[config.mk]
export PLATFORM = sky130hd
export DESIGN_NAME = timer_irq_router
export DESIGN_NICKNAME = d
export VERILOG_FILES = /design/src/rtl/irq_route_pkg.sv /design/src/rtl/irq_evt_slot.sv /design/src/rtl/irq_msg_arb.sv /design/src/rtl/irq_line_fabric.sv /design/src/rtl/timer_irq_router.sv
export SDC_FILE = /design/constraint.sdc
export NUM_CORES = 1
export LEC_CHECK = 0
export ABC_CLOCK_PERIOD_IN_PS = 1900
export CORE_AREA = 2 2 159 161
export DETAILED_ROUTE_END_ITERATION = 7
export DIE_AREA = 0 0 161 163
export GPL_ROUTABILITY_DRIVEN = 0
export PLACE_DENSITY = 0.64
export SYNTH_ARGS = -nofsm -noshare
export SYNTH_HDL_FRONTEND = slang
export SYNTH_SLANG_ARGS = --single-unit
[constraint.sdc]
create_clock -name clk -period 1.9 [get_ports clk]
set_input_delay 0.285 -clock clk [delete_from_list [all_inputs] [get_ports clk]]
set_output_delay 0.285 -clock clk [all_outputs]
set_load 0.01 [all_outputs]
[src/rtl/irq_route_pkg.sv]
// Package: shared message word type and width helper for the timer
// interrupt router. Assumes 32-bit message address and data.
package irq_route_pkg;

    localparam int MSG_W = 32;

    typedef struct packed {
        logic [MSG_W-1:0] addr;
        logic [MSG_W-1:0] data;
    } msg_word_t;

    // Bits needed to select one of n lines (at least one bit).
    function automatic int line_w(input int n);
        return (n > 1) ? $clog2(n) : 1;
    endfunction

endpackage

[src/rtl/irq_evt_slot.sv]
// Per-timer event slot: keeps one timer's status bit and edge pulse, and
// splits a fire between wired delivery and a message request.
// Assumes fire_i is a one-clock strobe. A fire wins over any clear
// source in the same cycle.
module irq_evt_slot (
    input  logic clk,
    input  logic rst_n,
    input  logic fire_i,
    input  logic retire_i,
    input  logic tmr_en_i,
    input  logic glb_en_i,
    input  logic level_i,
    input  logic msg_en_i,
    input  logic sts_clr_i,
    output logic status_o,
    output logic msg_req_o,
    output logic line_o
);
    logic msg_en_q;
    logic pulse_q;
    logic active;
    logic wired_fire;
    logic msg_rise;

    // Decode how a fire is delivered in this cycle.
    always_comb begin
        active     = tmr_en_i & glb_en_i;
        wired_fire = fire_i & active & ~msg_en_i;
        msg_req_o  = fire_i & active & msg_en_i;
        msg_rise   = msg_en_i & ~msg_en_q;
    end

    // Update status, edge pulse and message-enable history.
    always_ff @(posedge clk) begin
        if (!rst_n) begin
            status_o <= 1'b0;
            pulse_q  <= 1'b0;
            msg_en_q <= 1'b0;
        end else begin
            msg_en_q <= msg_en_i;
            pulse_q  <= wired_fire & ~level_i;
            if (fire_i) begin
                status_o <= wired_fire & level_i;
            end else if (retire_i || msg_rise || sts_clr_i) begin
                status_o <= 1'b0;
            end
        end
    end

    // Wired request; message delivery suppresses the line at once.
    assign line_o = (status_o | pulse_q) & ~msg_en_i;

endmodule

[src/rtl/irq_msg_arb.sv]
// Message arbiter: collects message requests, issues one per clock with
// the lowest timer index first, and keeps the losers pending.
// Assumes no back-pressure on the message output.
module irq_msg_arb #(
    parameter int N = 4
) (
    input  logic                                  clk,
    input  logic                                  rst_n,
    input  logic [N-1:0]                          req_i,
    input  logic [N*2*irq_route_pkg::MSG_W-1:0]   words_i,
    output logic                                  valid_o,
    output irq_route_pkg::msg_word_t              word_o
);
    import irq_route_pkg::*;

    localparam int WORD_W = 2 * MSG_W;

    logic [N-1:0] pend_q;
    logic [N-1:0] cand;
    logic [N-1:0] grant;
    msg_word_t    sel;

    // Pick the lowest-index candidate and its route word.
    always_comb begin
        cand  = pend_q | req_i;
        grant = cand & (~cand + N'(1));
        sel   = '0;
        for (int i = 0; i < N; i++) begin
            if (grant[i]) sel = words_i[i*WORD_W +: WORD_W];
        end
    end

    // Register the issued message and retain unserved requests.
    always_ff @(posedge clk) begin
        if (!rst_n) begin
            pend_q  <= '0;
            valid_o <= 1'b0;
            word_o  <= '0;
        end else begin
            pend_q  <= cand & ~grant;
            valid_o <= |cand;
            word_o  <= sel;
        end
    end

endmodule

[src/rtl/irq_line_fabric.sv]
// Line fabric: ORs every timer's wired request onto its effective line,
// applies the legacy override for timers 0 and 1, and merges the
// pass-through inputs outside legacy mode. Purely combinational.
module irq_line_fabric #(
    parameter int N    = 4,
    parameter int NL   = 32,
    parameter int LW   = 5,
    parameter int LEG0 = 0,
    parameter int LEG1 = 8
) (
    input  logic [N-1:0]    drive_i,
    input  logic [N*LW-1:0] route_i,
    input  logic            leg_i,
    input  logic            pit_i,
    input  logic            rtc_i,
    output logic [NL-1:0]   lines_o
);
    // Build the line vector from all sources.
    always_comb begin
        logic [LW-1:0] eff;
        lines_o = '0;
        for (int i = 0; i < N; i++) begin
            eff = route_i[i*LW +: LW];
            if (leg_i && i == 0) eff = LW'(LEG0);
            if (leg_i && i == 1) eff = LW'(LEG1);
            if (drive_i[i] && int'(eff) < NL) lines_o[eff] = 1'b1;
        end
        if (!leg_i) begin
            lines_o[LEG0] = lines_o[LEG0] | pit_i;
            lines_o[LEG1] = lines_o[LEG1] | rtc_i;
        end
    end

endmodule

[src/rtl/timer_irq_router.sv]
// Timer interrupt router top: one event slot per timer, a line fabric
// with legacy override and pass-through, and a message arbiter.
// Assumes the comparator logic supplies one-clock fire strobes and the
// bus decode supplies the status write strobe and data.
module timer_irq_router #(
    parameter int N_TMR        = 4,
    parameter int N_LINE       = 32,
    parameter int LEG_TMR_LINE = 0,
    parameter int LEG_RTC_LINE = 8
) (
    input  logic                                       clk,
    input  logic                                       rst_n,
    input  logic [N_TMR-1:0]                           fire_i,
    input  logic [N_TMR-1:0]                           retire_i,
    input  logic [N_TMR-1:0]                           tmr_en_i,
    input  logic [N_TMR-1:0]                           level_i,
    input  logic [N_TMR-1:0]                           msg_en_i,
    input  logic [N_TMR*irq_route_pkg::line_w(N_LINE)-1:0] route_i,
    input  logic [N_TMR*2*irq_route_pkg::MSG_W-1:0]    msg_route_i,
    input  logic                                       glb_en_i,
    input  logic                                       legacy_i,
    input  logic                                       sts_we_i,
    input  logic [N_TMR-1:0]                           sts_wdata_i,
    input  logic                                       pit_in_i,
    input  logic                                       rtc_in_i,
    output logic [N_LINE-1:0]                          irq_o,
    output logic                                       pit_en_o,
    output logic [N_TMR-1:0]                           status_o,
    output logic                                       msg_valid_o,
    output logic [irq_route_pkg::MSG_W-1:0]            msg_addr_o,
    output logic [irq_route_pkg::MSG_W-1:0]            msg_data_o
);
    import irq_route_pkg::*;

    localparam int LW = line_w(N_LINE);

    logic             leg_q;
    logic             pit_q;
    logic             rtc_q;
    logic [N_TMR-1:0] drive;
    logic [N_TMR-1:0] msg_req;
    msg_word_t        msg_word;

    // Stage the legacy select and sample the external lines every cycle.
    always_ff @(posedge clk) begin
        if (!rst_n) begin
            leg_q <= 1'b0;
            pit_q <= 1'b0;
            rtc_q <= 1'b0;
        end else begin
            leg_q <= legacy_i;
            pit_q <= pit_in_i;
            rtc_q <= rtc_in_i;
        end
    end

    assign pit_en_o = ~leg_q;

    // One event slot per timer.
    for (genvar g = 0; g < N_TMR; g++) begin : g_slot
        irq_evt_slot u_slot (
            .clk       (clk),
            .rst_n     (rst_n),
            .fire_i    (fire_i[g]),
            .retire_i  (retire_i[g]),
            .tmr_en_i  (tmr_en_i[g]),
            .glb_en_i  (glb_en_i),
            .level_i   (level_i[g]),
            .msg_en_i  (msg_en_i[g]),
            .sts_clr_i (sts_we_i & sts_wdata_i[g]),
            .status_o  (status_o[g]),
            .msg_req_o (msg_req[g]),
            .line_o    (drive[g])
        );
    end

    irq_line_fabric #(
        .N    (N_TMR),
        .NL   (N_LINE),
        .LW   (LW),
        .LEG0 (LEG_TMR_LINE),
        .LEG1 (LEG_RTC_LINE)
    ) u_fabric (
        .drive_i (drive),
        .route_i (route_i),
        .leg_i   (leg_q),
        .pit_i   (pit_q),
        .rtc_i   (rtc_q),
        .lines_o (irq_o)
    );

    irq_msg_arb #(
        .N (N_TMR)
    ) u_arb (
        .clk     (clk),
        .rst_n   (rst_n),
        .req_i   (msg_req),
        .words_i (msg_route_i),
        .valid_o (msg_valid_o),
        .word_o  (msg_word)
    );

    assign msg_addr_o = msg_word.addr;
    assign msg_data_o = msg_word.data;

endmodule

==> results.md <==
- Status: complete, but fails checks
- Failing checks: negative setup slack
- Post-synth top area cell: dfxtp_1
- Crit Path Max Fanout: 8
- Vias in the first global route: 7178
- Vias per cell: 5.09
- Antenna viol nets, final: 0
- Sink Count: between 80 and 90
- Grt ovf: 0
- # rows: slightly below 60
- Setup CP Type: register to output port
- Peak supply drop: between 0.3 and 0.4 mV
- Number of port buffers: 408
- Switching Fraction: between 20% and 30%
- NetSw: between 0.001 and 0.0015 W
- Crit path time final: ~2.1 ns
- Layout net count: approximately 1.4k
- Placement Cell Area: roughly 10000 um2
- H-tree Lvls: 3
- FF-to-FF setup slack: roughly 0.28 ns
- Share of layout cells above drive strength 1: between 20 and 30%
- Initial DRC Count: 549
- Crit path DAT: 1.79 ns
- Flops & latches, synth: 83
- Top-area cell type share of the netlist area: 33.5%
- Drt drc: 0
- EDFF count, synth: 0
- Warnings, synthesis: 0
- Total power divided by cell area: between 400 and 500 nW/um2
- Sequential fraction of the synthesis area: around a third
- Synth Area per Inst: about 9.0 um2
- Synth async-reset ratio: 0%
- Initial Utilization: between 20% and 30%
- CTS buffer count: 9
- Core area: about 25000 um2
- Fin. Hold Viols: 0
- Largest net degree at the start of global routing: 34
- Finished Cell Area: 11100 um2
- Worst-margin pin slew: 0.444 ns
- Worst slew margin: a little over two thirds
- Synth cell count leaders: 83 x dfxtp_1, 66 x and3_1, 63 x o2bb2ai_1, 53 x a221oi_1, 37 x nand2_1
- CTS Buffer Depth: 2
- Fill cells: approximately 2.4k
- Worst R2R End: u_arb.word_o[46]
- Total GRT Usage: 21.5%
- Fmax achieved: slightly below 500 MHz
- Logic pwr share: 26.8%
- Top post-synthesis cells by area: dfxtp_1 33%, o2bb2ai_1 11%, a221oi_1 9.3%, and3_1 8.3%, a22oi_1 4.2%
- Unrepaired setup endpoints after global routing: yes
- CTS tree: done
- Die Wd: approximately 160 um
- Worst setup SP type: register
- Clock transition at the registers of the reported paths: ~0.060 ns
- Final number of max-transition violations: 0
- Final WS setup: -0.173 ns
- Total die area: 26200 um2
- Clock share of power: 38.8%
- Setup TNS: -2.80 ns
- Root buffer cell: clkbuf_16
- Worst hold start: msg_en_i[2]
- Mapped cell area: 4970 um2
- Die Height: between 150 and 200 um
- Hold EP: g_slot[2].u_slot.pulse_q
- Max-cap check violation count: 0
- Worst R2R Path Depth: 6
- Tcrit/Tclk final: 109%
- Cts hold-fix bufs: 0
- Finish-stage setup viols: 31
- Int Pwr: between 0.003 and 0.004 W
- Cell with the most instances after synthesis: dfxtp_1
- Global-route wire length before repair: 43.3 mm
- Reg2Reg Launch Point: u_arb.pend_q[1]
- Post-DP HPWL: between 20 and 25 mm
- Worst EP required: approximately 1.6 ns
- Worst Hold Depth: 3
- Unique masters post-synth: 50
- Utilization after layout: between 40 and 50%
- Worst hold path type: input port to register
- Final WL: about 30 mm
- Clock Skews: between 0.006 and 0.007 ns
- I/O pin count: 409
- Endpoint type of the worst setup path: output port
- Reg power frac: between 30% and 40%
- Clk_lat worst skew: ~0.34 ns
- Vias: 7097
- Ys flop type: dfxtp_1
- Mapped Cells: approximately 550
- Pleak: 4.39 nW
- Area grow syn2layout: 123%
- Mapped Nets: 861
- Initial antenna violation count: 6
- DR pass1 iterations: 7
- Routed len/inst: ~21 um
worst max-delay path, cell delays in order, from the launching register on:
cell and delay [ns]:
dfxtp_4 0.37, buf_12 0.15, nand2b_4 0.15, or3_4 0.36, o22ai_2 0.15, a221o_1 0.14, buf_2 0.13
area by class of cell:
type                            instances  area [um2]  area share [%]
Inverter                               13        48.8           0.441
Clock buffer                           12         236            2.14
Tap cell                              330         413            3.73
Clock inverter                          4        98.8           0.894
Antenna cell                            2        5.00          0.0452
Multi-Input combinational cell        410        3410            30.9
Sequential cell                        83        1670            15.1
Timing Repair Buffer                  541        5170            46.8
through the flow:
| stage | power (W) | setup slack (ns) | cells | hold slack [ns] |
|---|---|---|---|---|
| finish | 0.00530 | -0.173 | 1395 | 0.339 |
| global placement | 0.00321 | -0.879 | 1357 | 0.602 |
| floorplan | 0.00217 | 0.233 | 554 | 0.363 |
| CTS | 0.00536 | -0.201 | 1394 | 0.379 |
| global route | 0.00552 | -0.226 | 1394 | 0.358 |
| detailed placement | 0.00322 | -0.937 | 1357 | 0.615 |
worst max-delay path by stage:
stage,from,to,slack (ns)
after floorplan,g_slot[1].u_slot.status_o,irq_o[0],0.23
after global placement,msg_en_i[3],irq_o[12],-0.88
after detailed placement,msg_en_i[3],irq_o[12],-0.94
after CTS,g_slot[1].u_slot.pulse_q,irq_o[22],-0.20
after global routing,g_slot[1].u_slot.pulse_q,irq_o[18],-0.23
final,leg_q,irq_o[4],-0.17
placed cells by master (no fill, tap or decap), types with 7 or more instances in the layout:
master	n
clkdlybuf4s50_1	351
buf_4	102
dfxtp_1	77
and3_1	66
o2bb2ai_1	63
a221oi_1	51
nand2_1	29
buf_2	28
dlygate4sd2_1	21
buf_6	20
nor2_1	19
o211ai_1	16
a22oi_1	14
a22oi_2	14
buf_12	14
a221oi_2	12
inv_1	10
nor3_1	9
clkbuf_16	9
a221o_1	8
a32oi_1	7
and2_1	7
power groups by stage:
stage	combinational, W	sequential, W	clock, W
6_report	0.00142	0.00182	0.00206
5_1_grt	0.00150	0.00183	0.00219
4_1_cts	0.00139	0.00182	0.00214
3_5_place_dp	0.00136	0.00186	0
3_3_place_gp	0.00135	0.00186	0
2_1_floorplan	0.000286	0.00189	0
layer usage:
layer / vias to the layer above / wire length (um) / track usage (%)
li1: 3274 / - / -
met1: 3344 / 11400 / 25.0
met2: 395 / 14600 / 36.7
met3: 78 / 2780 / 7.23
met4: 6 / 794 / 7.95
met5: - / 41 / 0
flip-flops by register name, summed over array words and instances, names as in the netlist:
| signal | count |
|---|---|
| u_arb.valid_o | 1 |
| g_slot.u_slot.pulse_q | 4 |
| u_arb.word_o | 64 |
| rtc_q | 1 |
| g_slot.u_slot.status_o | 4 |
| g_slot.u_slot.msg_en_q | 4 |
| leg_q | 1 |
| u_arb.pend_q | 3 |
| pit_q | 1 |
logic make-up after synthesis:
family | after synthesis | share of synthesized area (%)
AO/OA/AOI/OAI | 214 | 38.2
flip-flops | 83 | 33.5
AND/OR/NAND/NOR | 196 | 21.9
buffers and inverters | 61 | 6.40
timing repair:
item,in CTS,in global routing
buffers inserted,21,1
endpoints found under the setup margin,85,73
resized for setup,230,36
pin swaps,35,18
hold endpoints to repair,0,0
(Power assumes the default switching activity.)
